--- config.mk ---
export PLATFORM = sky130hd
export DESIGN_NAME = boot_strap_sequencer
export DESIGN_NICKNAME = d
export VERILOG_FILES = /design/src/rtl/boot_seq_pkg.sv /design/src/rtl/strap_latch.sv /design/src/rtl/stage_timer.sv /design/src/rtl/boot_strap_sequencer.sv
export SDC_FILE = /design/constraint.sdc
export NUM_CORES = 1
export LEC_CHECK = 0
export ABC_AREA = 1
export BUFFER_PORTS_ARGS = -buffer_cell sky130_fd_sc_hd__buf_2
export CAP_MARGIN = 20
export CELL_PAD_IN_SITES_DETAIL_PLACEMENT = 1
export CELL_PAD_IN_SITES_GLOBAL_PLACEMENT = 2
export CORE_MARGIN = 8
export CORE_UTILIZATION = 27
export CTS_BUF_LIST = sky130_fd_sc_hd__clkbuf_16
export CTS_CLUSTER_SIZE = 40
export DETAILED_ROUTE_END_ITERATION = 8
export HOLD_SLACK_MARGIN = 0.06
export PLACE_DENSITY_LB_ADDON = 0.1
export SETUP_SLACK_MARGIN = 0.3
export SYNTH_ARGS = -nofsm -noshare
export SYNTH_HDL_FRONTEND = slang
export SYNTH_SLANG_ARGS = --single-unit
--- constraint.sdc ---
create_clock -name clk -period 1.95 [get_ports clk]
set_clock_uncertainty 0.05 [all_clocks]
set_input_delay 0.195 -clock clk [delete_from_list [all_inputs] [get_ports clk]]
set_output_delay 0.195 -clock clk [all_outputs]
set_load 0.005 [all_outputs]
--- src/rtl/boot_seq_pkg.sv ---
package boot_seq_pkg;

    localparam int BOOT_W  = 13;
    localparam int MODE_W  = 2;
    localparam int STRAP_W = 1 + BOOT_W + MODE_W + 1 + 1;

    typedef enum logic [2:0] {
        WAIT_PWR,
        DRIVE_STRAP,
        REL_RESET,
        REL_POR,
        REL_FULL,
        HOLD,
        RUN
    } seq_state_e;

    typedef struct packed {
        logic              pkt_clk_sel;
        logic              pcie_en;
        logic [MODE_W-1:0] pcie_mode;
        logic [BOOT_W-1:0] boot_mode;
        logic              byte_order;
    } strap_t;

    // The reserved mode code falls back to endpoint.
    function automatic logic [MODE_W-1:0] legal_mode(input logic [MODE_W-1:0] m);
        return (m == {MODE_W{1'b1}}) ? '0 : m;
    endfunction

endpackage

--- src/rtl/strap_latch.sv ---
module strap_latch
    import boot_seq_pkg::*;
(
    input  logic   clk,
    input  logic   rst,
    input  logic   capture,
    input  strap_t raw,
    output strap_t held
);

    always_ff @(posedge clk) begin
        if (rst) begin
            held <= '0;
        end else if (capture) begin
            held           <= raw;
            held.pcie_mode <= legal_mode(raw.pcie_mode);
        end
    end

    AST_MODE_LEGAL: assert property (@(posedge clk) disable iff (rst)
        held.pcie_mode != {MODE_W{1'b1}});

    AST_HOLD_NO_CAPTURE: assert property (@(posedge clk) disable iff (rst)
        !capture |=> $stable(held));

endmodule

--- src/rtl/stage_timer.sv ---
module stage_timer #(
    parameter int LIMIT = 1024
) (
    input  logic clk,
    input  logic rst,
    input  logic clear,
    output logic expired
);

    localparam int CW = (LIMIT > 2) ? $clog2(LIMIT) : 1;
    localparam logic [CW-1:0] LAST = CW'(LIMIT - 1);

    logic [CW-1:0] cnt;

    assign expired = (cnt == LAST);

    always_ff @(posedge clk) begin
        if (rst || clear) begin
            cnt <= '0;
        end else if (!expired) begin
            cnt <= cnt + 1'b1;
        end
    end

    initial begin
        AST_LIMIT_MIN: assert (LIMIT >= 2);
    end

    AST_TIMER_RANGE: assert property (@(posedge clk) disable iff (rst)
        cnt <= LAST);

endmodule

--- src/rtl/boot_strap_sequencer.sv ---
module boot_strap_sequencer
    import boot_seq_pkg::*;
#(
    parameter int STAGE_CYCLES = 1024
) (
    input  logic               clk,
    input  logic               rst,
    input  logic               pwr_good,
    input  logic               clk_locked,
    input  logic               cfg_byte_order,
    input  logic [BOOT_W-1:0]  cfg_boot_mode,
    input  logic [MODE_W-1:0]  cfg_pcie_mode,
    input  logic               cfg_pcie_en,
    input  logic               cfg_pkt_clk_sel,
    output logic               warm_rst_n,
    output logic               por_n,
    output logic               full_rst_n,
    output logic [STRAP_W-1:0] strap_out,
    output logic               strap_oe,
    output logic               done
);

    seq_state_e state_q, state_n;
    logic       supply_ok;
    logic       stage_done;
    logic       timer_clear;
    logic       capture;
    strap_t     raw_straps, held_straps;
    logic       rel_warm, rel_por, rel_full, in_run;

    assign supply_ok = pwr_good && clk_locked;
    assign capture   = (state_q == WAIT_PWR) && supply_ok;

    assign raw_straps = '{pkt_clk_sel: cfg_pkt_clk_sel,
                          pcie_en:     cfg_pcie_en,
                          pcie_mode:   cfg_pcie_mode,
                          boot_mode:   cfg_boot_mode,
                          byte_order:  cfg_byte_order};

    strap_latch u_latch (
        .clk     (clk),
        .rst     (rst),
        .capture (capture),
        .raw     (raw_straps),
        .held    (held_straps)
    );

    stage_timer #(.LIMIT(STAGE_CYCLES)) u_timer (
        .clk     (clk),
        .rst     (rst),
        .clear   (timer_clear),
        .expired (stage_done)
    );

    // Next-state selection
    always_comb begin
        state_n = state_q;
        unique case (state_q)
            WAIT_PWR:    if (supply_ok)  state_n = DRIVE_STRAP;
            DRIVE_STRAP: if (stage_done) state_n = REL_RESET;
            REL_RESET:   if (stage_done) state_n = REL_POR;
            REL_POR:     if (stage_done) state_n = REL_FULL;
            REL_FULL:                    state_n = HOLD;
            HOLD:        if (stage_done) state_n = RUN;
            RUN:                         state_n = RUN;
            default:                     state_n = WAIT_PWR;
        endcase
        if (state_q != WAIT_PWR && !supply_ok) begin
            state_n = WAIT_PWR;
        end
    end

    // REL_FULL counts as the first cycle of the final interval.
    assign timer_clear = (state_n != state_q) &&
                         !(state_q == REL_FULL && state_n == HOLD);

    // State register
    always_ff @(posedge clk) begin
        if (rst) begin
            state_q <= WAIT_PWR;
        end else begin
            state_q <= state_n;
        end
    end

    // Output decode
    always_comb begin
        rel_warm = 1'b0;
        rel_por  = 1'b0;
        rel_full = 1'b0;
        in_run   = 1'b0;
        unique case (state_q)
            WAIT_PWR, DRIVE_STRAP: ;
            REL_RESET: rel_warm = 1'b1;
            REL_POR: begin
                rel_warm = 1'b1;
                rel_por  = 1'b1;
            end
            REL_FULL, HOLD: begin
                rel_warm = 1'b1;
                rel_por  = 1'b1;
                rel_full = 1'b1;
            end
            RUN: begin
                rel_warm = 1'b1;
                rel_por  = 1'b1;
                rel_full = 1'b1;
                in_run   = 1'b1;
            end
            default: ;
        endcase
    end

    // A supply loss forces the pins back at once, before the state register follows.
    assign warm_rst_n = rel_warm && supply_ok;
    assign por_n      = rel_por  && supply_ok;
    assign full_rst_n = rel_full && supply_ok;
    assign done       = in_run   && supply_ok;
    assign strap_oe   = !(in_run && supply_ok);
    assign strap_out  = held_straps;

    AST_RESET_ORDER: assert property (@(posedge clk) disable iff (rst)
        (!por_n || warm_rst_n) && (!full_rst_n || por_n));

    AST_START_GATED: assert property (@(posedge clk) disable iff (rst)
        (state_q == WAIT_PWR && !supply_ok) |=> (state_q == WAIT_PWR));

    AST_DONE_AFTER_FULL: assert property (@(posedge clk) disable iff (rst)
        $rose(done) |-> $past(full_rst_n));

    AST_DROP_RESTART: assert property (@(posedge clk) disable iff (rst)
        (state_q != WAIT_PWR && !supply_ok) |=> (state_q == WAIT_PWR));

    AST_STRAP_FROZEN: assert property (@(posedge clk) disable iff (rst)
        (state_q != WAIT_PWR && $past(state_q) != WAIT_PWR) |-> $stable(strap_out));

    AST_DRIVE_IN_RESET: assert property (@(posedge clk) disable iff (rst)
        (!warm_rst_n || !por_n || !full_rst_n) |-> strap_oe);

endmodule

== Word level (Yosys, flattened, before mapping) ==
Cells that the tools add are included.

* $lt $le $gt $ge: 0
* Multiplexer cells: 12
* Shift-type cells: 0
* Eq/ne operators: 10
* Add/sub/neg operators: 1
* Multipliers: 0
* Reductions and logical operators: 18
* Bitwise operators: 0
* Div/mod/pow operators: 0

{| class="wikitable"
|+ Operators with widths
! kind !! number
|-
| 3-bit one-hot mux with 7 select lines || 1
|-
| 3-bit two-way mux || 6
|-
| 3-bit == test, second input constant || 4
|-
| 10-bit by 1-bit adder with 10-bit output, second input constant || 1
|-
| 10-bit == test, second input constant || 1
|-
| 1-bit logical AND || 9
|-
| 3-bit by 2-bit == test with 1-bit output, second input constant || 2
|-
| 5-bit OR reduction || 1
|-
| 1-bit two-way mux || 4
|-
| 4-bit OR reduction || 1
|-
| 3-bit by 1-bit == test with 1-bit output, second input constant || 1
|-
| 1-bit logical NOT || 3
|-
| 3-bit logical NOT || 1
|-
| 3-bit inequality test || 1
|-
| 3-bit nonzero test || 1
|-
| 3-bit OR reduction || 1
|-
| 2-bit == test, second input constant || 1
|-
| 2-bit two-way mux || 1
|-
| 1-bit logical OR || 1
|}

* Input port bits: 22
* Logic and storage cells: 48
* Memory bits (writable): 0
* Register bits after elaboration: 31
* Output and inout bits: 23
* ROM bits: 0
* Memories: 0
* Bits in latches: 0

== Longest topological paths before layout ==
* Depth after elaboration: 9
* Mapped depth: 13
* Mapped depth without buffers: 13

== Cells and area by module ==
From an unflattened synthesis, not the netlist that was laid out.

* Cells, all modules: 206
* Area, all modules: 1526.5 µm²

{| class="wikitable"
|+ Modules (own cells, without submodules)
! module !! seq. area each (µm²) !! cells an instance !! times used !! area each (µm²)
|-
| strap_latch || 360.3 || 80 || 1 || 683.2
|-
| stage_timer || 200.2 || 72 || 1 || 530.5
|-
| boot_strap_sequencer || 60.1 || 54 || 1 || 312.8
|}

== Worst setup path after synthesis ==
OpenSTA, ideal clock, no wires.

* Path type: register to register
* Start: reg u_timer.cnt[0]
* End: reg u_timer.cnt[3]
* Slack: 0.260 ns
* Clock period less this slack: 1.690 ns
* Stages on the path, launching flop included: 13
* Data required time: 1.780 ns
* Buffers on the path: 0
* Setup time: 0.120 ns
* Arrival time: 1.520 ns
* Cell sequence: dfxtp_1 > ha_1 > nand2_1 > nor2_4 > nand3_4 > nand2_1 > nand2_1 > a21oi_1 > nor2_1 > nand3_2 > nand2_4 > nand2_8 > nor2_2

* Word-level cells in the longest chain between the ends: 9
* Elaborated cells on any way between the ends: 14
* Those cells by class: add/sub: 1; eq/ne: 3; mux: 6; reduce/logical: 4

{| class="wikitable"
|+ Ends and longest elaborated chain
! what !! line !! RTL
|-
| start, declared || stage_timer.sv:13 || <nowiki>logic [CW-1:0] cnt;</nowiki>
|-
| start signal, assigned || stage_timer.sv:21 || <nowiki>cnt <= cnt + 1'b1;</nowiki>
|-
| 10-bit == test || stage_timer.sv:15 || <nowiki>assign expired = (cnt == LAST);</nowiki>
|-
| 3-bit two-way mux (on tied branches) || -- ||
|-
| 3-bit one-hot mux with 7 select lines || boot_strap_sequencer.sv:58 || <nowiki>unique case (state_q)</nowiki>
|-
| 3-bit two-way mux || boot_strap_sequencer.sv:68 || <nowiki>if (state_q != WAIT_PWR && !supply_ok) begin</nowiki>
|-
| 3-bit == test || boot_strap_sequencer.sv:75 || <nowiki>!(state_q == REL_FULL && state_n == HOLD);</nowiki>
|-
| 1-bit logical AND || boot_strap_sequencer.sv:75 ||
|-
| 1-bit logical NOT || boot_strap_sequencer.sv:75 ||
|-
| 1-bit logical AND || boot_strap_sequencer.sv:74 || <nowiki>assign timer_clear = (state_n != state_q) &&</nowiki>
|-
| 1-bit logical OR || stage_timer.sv:18 || <nowiki>if (rst || clear) begin</nowiki>
|}

Parallel ways exist; a longest one is shown, timed or not.
A chain may end at the register's enable or synchronous reset.

== Worst setup path in the final report ==
* Start: reg u_timer.cnt[0]
* End: reg u_timer.cnt[6]

The elaborated chain is that of the path after synthesis.

==> results.md <==
Outcome:
- The flow ran to the end, and the final reports show no timing, DRC or antenna violations.

Timing:
- The share of the cycle needed by the critical path after routing is 86.7%.
- The count of final hold-check violations is 0.
- Setup violations remaining at the end of the flow were counted as 0.
- The worst max-slew margin expressed relative to the limit is 76.3%.
- The final max-slew violation count is 0.
- The highest achievable clock rate is 591 MHz.
- For the pin with the worst max-slew slack, the measured transition is 353 ps.
- Subtracting the final worst setup slack from the clock period gives 1690 ps.
- The worst hold-check slack is 88.7 ps.
- Setup total negative slack on the finished layout was measured at 0 ps.
- Setup repair after global routing could not meet its margin everywhere.

Global route:
- For this run, global-route usage on met3 was measured as 4.41%.
- Entering global routing, the biggest net connects 37 pins.
- In the global route stage, met2 resource usage came out at 18.8%.
- The first global-routing pass estimated 6.80 mm of wire.
- For this run, the total global-route usage over all layers was measured as 11.2%.
- The number of antenna violations at the first check in global routing is 0.
- The number of global-route vias before repair is 1443.
- Summed over all layers, the global routing overflow is 0.
- The met1 demand-to-capacity share in global routing is 12.5%.
- The highest-utilization routing layer at the global route stage is met2.

Floorplan:
- The die is 89.1 µm wide.
- The core region is 0.00514 mm².
- After floorplanning, the core was divided into 26 placement rows.
- The die area is 0.00793 mm².
- The starting utilization of the core area is 28.0%.
- In this run the vertical extent of the chip is 89.1 µm.
- 45 I/O pins were placed.

Pwr:
- For this design the ratio of total power to cell area is 797 mW/mm².
- The internal power consumption is 1.22 mW.
- The static leakage power is 0.930 nW.
- Net switching is 24.3% of the power.
- Combinational logic is responsible for 12.6% of the overall power.
- The largest vdd supply drop is 0.000329 V.
- Sequential cells account for 42.9% of the total power.
- The share of total power dissipated in the clock network is 44.5%.
- The total net switching power is 0.391 mW.

Logic synthesis:
- Summing every instance area after synthesis gives 0.00144 mm².
- The mean instance size in the synthesized netlist is 7.79 µm².
- The synthesized instance count is 185.
- The area share of the largest cell type after synthesis is 43.1%.
- By area the synthesized netlist is led by sky130_fd_sc_hd__dfxtp_1 (43%), sky130_fd_sc_hd__a21oi_1 (7.6%), sky130_fd_sc_hd__inv_1 (7.6%).
- The biggest area contributor in the post-synthesis netlist is sky130_fd_sc_hd__dfxtp_1.
- Sequential cells were found to cover 43.1% of the synthesized design area.
- The number of nets handed over by synthesis was 208.
- The count of distinct cell types in the synthesized netlist is 25.
- The number of register bits inferred by synthesis is 31.
- The total number of yosys warnings is 0.

Clock tree:
- The clock tree root driver cell is sky130_fd_sc_hd__clkbuf_16.
- The clock latency reported for the late side of the worst-skew pair is 270 ps.
- The maximum level of the CTS H-tree is 2.
- The CTS clock-pin slew for the worst setup and hold paths is 50 ps.
- The clock sink total is 31.
- For this design, the CTS-stage hold fixing added 0 buffers.
- TritonCTS created 5 clock buffers.
- TritonCTS built the clock tree.
- The clock passes through at most 2 buffers.

Worst setup path:
- At the worst endpoint, the required time is 2050 ps.
- The launch point of the worst reg-to-reg path is u_timer.cnt[0].
- The largest stage delay on the critical path is 360 ps.
- The worst setup path is launched from a register.
- The peak fanout along the critical path is 5.
- The critical path depth is 12.
- The signal on the critical path passes through ha_4 > nand2_4 > nor2_4 > nand3_4 > nand2_2 > nand2_1 > a21oi_1 > nor2_1 > nand3_2 > nand2_4 > nand2_8 > nor2_4.
- The critical path start-end classification is register to register.
- The standard cell with the maximum stage delay on the critical path is sky130_fd_sc_hd__dfxtp_4.
- The worst setup path is captured at a register.
- At the worst endpoint, the arrival time is 1790 ps.
- In this run the register-to-register setup slack is 260 ps.
- The number of cells on the worst reg-to-reg path is 12.
- The family of cells with the greatest summed delay on the critical path is simple AND/OR/NAND/NOR gates.
- The critical path contains buffers and inverters numbering 0 combined.
- The capture instance of the worst register-to-register path is u_timer.cnt[6].

Route:
- After detailed routing, the average wire length per cell comes to 13.4 µm.
- The final route contains 1367 vias.
- The count of nets left with antenna violations once routing finished came out at 0.
- Using the TritonRoute via totals, the vias-per-cell ratio works out to 4.34.
- The final layout contains routed wiring with a total length of 4.23 mm.
- The pre-antenna-repair detailed-routing pass consisted of 4 iterations.
- After detailed routing, the number of remaining DRC violations is 0.
- The violation count after the first detailed-routing iteration is 23.

Layout:
- The layout has 656 filler cells.
- For this run, the share of the core covered by cells in the final layout is 39.3%.
- The library cells used most frequently in the layout, excluding fill and tap cells, are sky130_fd_sc_hd__buf_2 (44), sky130_fd_sc_hd__inv_1 (30), sky130_fd_sc_hd__dfxtp_1 (28).
- After the last flow step, the layout net total stands at 267.
- The area added between synthesis and finish is 40.0%.
- The repair_antennas step left the layout with diodes totalling 0.
- Leaving out fill and tap cells, the most frequent cell in the layout is sky130_fd_sc_hd__buf_2.
- The ratio of cells with drive above 1 in the final layout is 37.1%.

Hold path:
- The worst hold path terminates at state_q[0].
- The class of the tightest hold or removal check is input port to register.
- The start point of the worst hold path is rst.
- The instance count along the most critical hold path is 2.

Placed design:
- Detailed placement ended at an HPWL of 3.07 mm.
- At the end of routability-driven placement, the weighted congestion stood at 0.803.
- Buffers placed on the I/O ports in this run total 44.

Run:
- Max-cap violations in this run came to 0.
-- synth_stat cells (all sizes together) --
| master | instances |
|---|---|
| o21ai | 20 |
| mux2i | 1 |
| nand3b | 1 |
| nor3b | 1 |
| nand2 | 26 |
| clkbuf | 4 |
| a211oi | 1 |
| clkinv | 2 |
| nand4 | 3 |
| xnor2 | 2 |
| a21oi | 22 |
| xor2 | 5 |
| nand3 | 12 |
| ha | 1 |
| dfxtp | 31 |
| inv | 29 |
| nor2 | 24 |
-- registers in the layout (all words and copies together), names as in the netlist --
name / flops
state_q: 3
u_latch.held: 18
u_timer.cnt: 10
-- kinds of logic (layout without fill, tap and decap cells) --
group	count (synthesis)	after routing	share of synthesized area [%]
AOI/OAI and AO/OA	43	43	15.1
xor gates and xnor gates	7	7	4.25
adders and majority gates	1	1	0.868
buffers and inverters	35	94	9.46
DFF	31	31	43.1
muxes	1	1	0.694
and+or+nand+nor	67	68	26.6
-- routing by layer --
layer,up-vias,share of wire [%],wire length (µm)
met3,4,6.5,274
met5,-,0,0
met1,621,42,1770
met4,0,0.80,34
li1,714,-,-
met2,28,51,2150
-- metrics by stage --
stage / worst slack, ps / total power, mW / instances / area (µm²)
after detailed placement: 144 / 0.880 / 297 / 1770
final: 259 / 1.61 / 315 / 2020
after global placement: 204 / 0.870 / 297 / 1770
after floorplan: 336 / 0.803 / 185 / 1460
after global routing: 153 / 1.69 / 315 / 2020
after CTS: 259 / 1.64 / 313 / 2000
-- final cells by class --
| cell class | count | area (µm²) | area share (%) |
|---|---|---|---|
| Clock buffer | 5 | 125 | 6.20 |
| Clock inverter | 3 | 12.5 | 0.620 |
| Inverter | 31 | 121 | 6.01 |
| Multi-Input combinational cell | 120 | 742 | 36.8 |
| Sequential cell | 31 | 627 | 31.1 |
| Tap cell | 70 | 87.6 | 4.34 |
| Timing Repair Buffer | 55 | 303 | 15.0 |
-- how the worst max path moves through the flow --
stage	start	endpoint	slack, ps
after floorplan	u_timer.cnt[1]	u_timer.cnt[3]	340
after global placement	u_timer.cnt[1]	u_timer.cnt[3]	200
after detailed placement	u_timer.cnt[0]	u_timer.cnt[3]	140
after CTS	u_timer.cnt[0]	u_timer.cnt[9]	260
after global routing	u_timer.cnt[0]	u_timer.cnt[6]	150
final	u_timer.cnt[0]	u_timer.cnt[6]	260
-- power groups by stage --
stage / sequential [mW] / clock [mW] / combinational (mW)
3_3_place_gp: 0.701 / 0 / 0.169
3_5_place_dp: 0.704 / 0 / 0.176
2_1_floorplan: 0.704 / 0 / 0.0997
6_report: 0.690 / 0.716 / 0.203
4_1_cts: 0.690 / 0.748 / 0.204
5_1_grt: 0.693 / 0.767 / 0.227
-- repair_timing --
item,CTS,global route
gates cloned,1,0
pin swaps,7,4
gates resized for setup,7,1
setup buffers,7,2
endpoints found under the setup margin,11,11
Note: power is estimated with default switching activity, not from simulation.
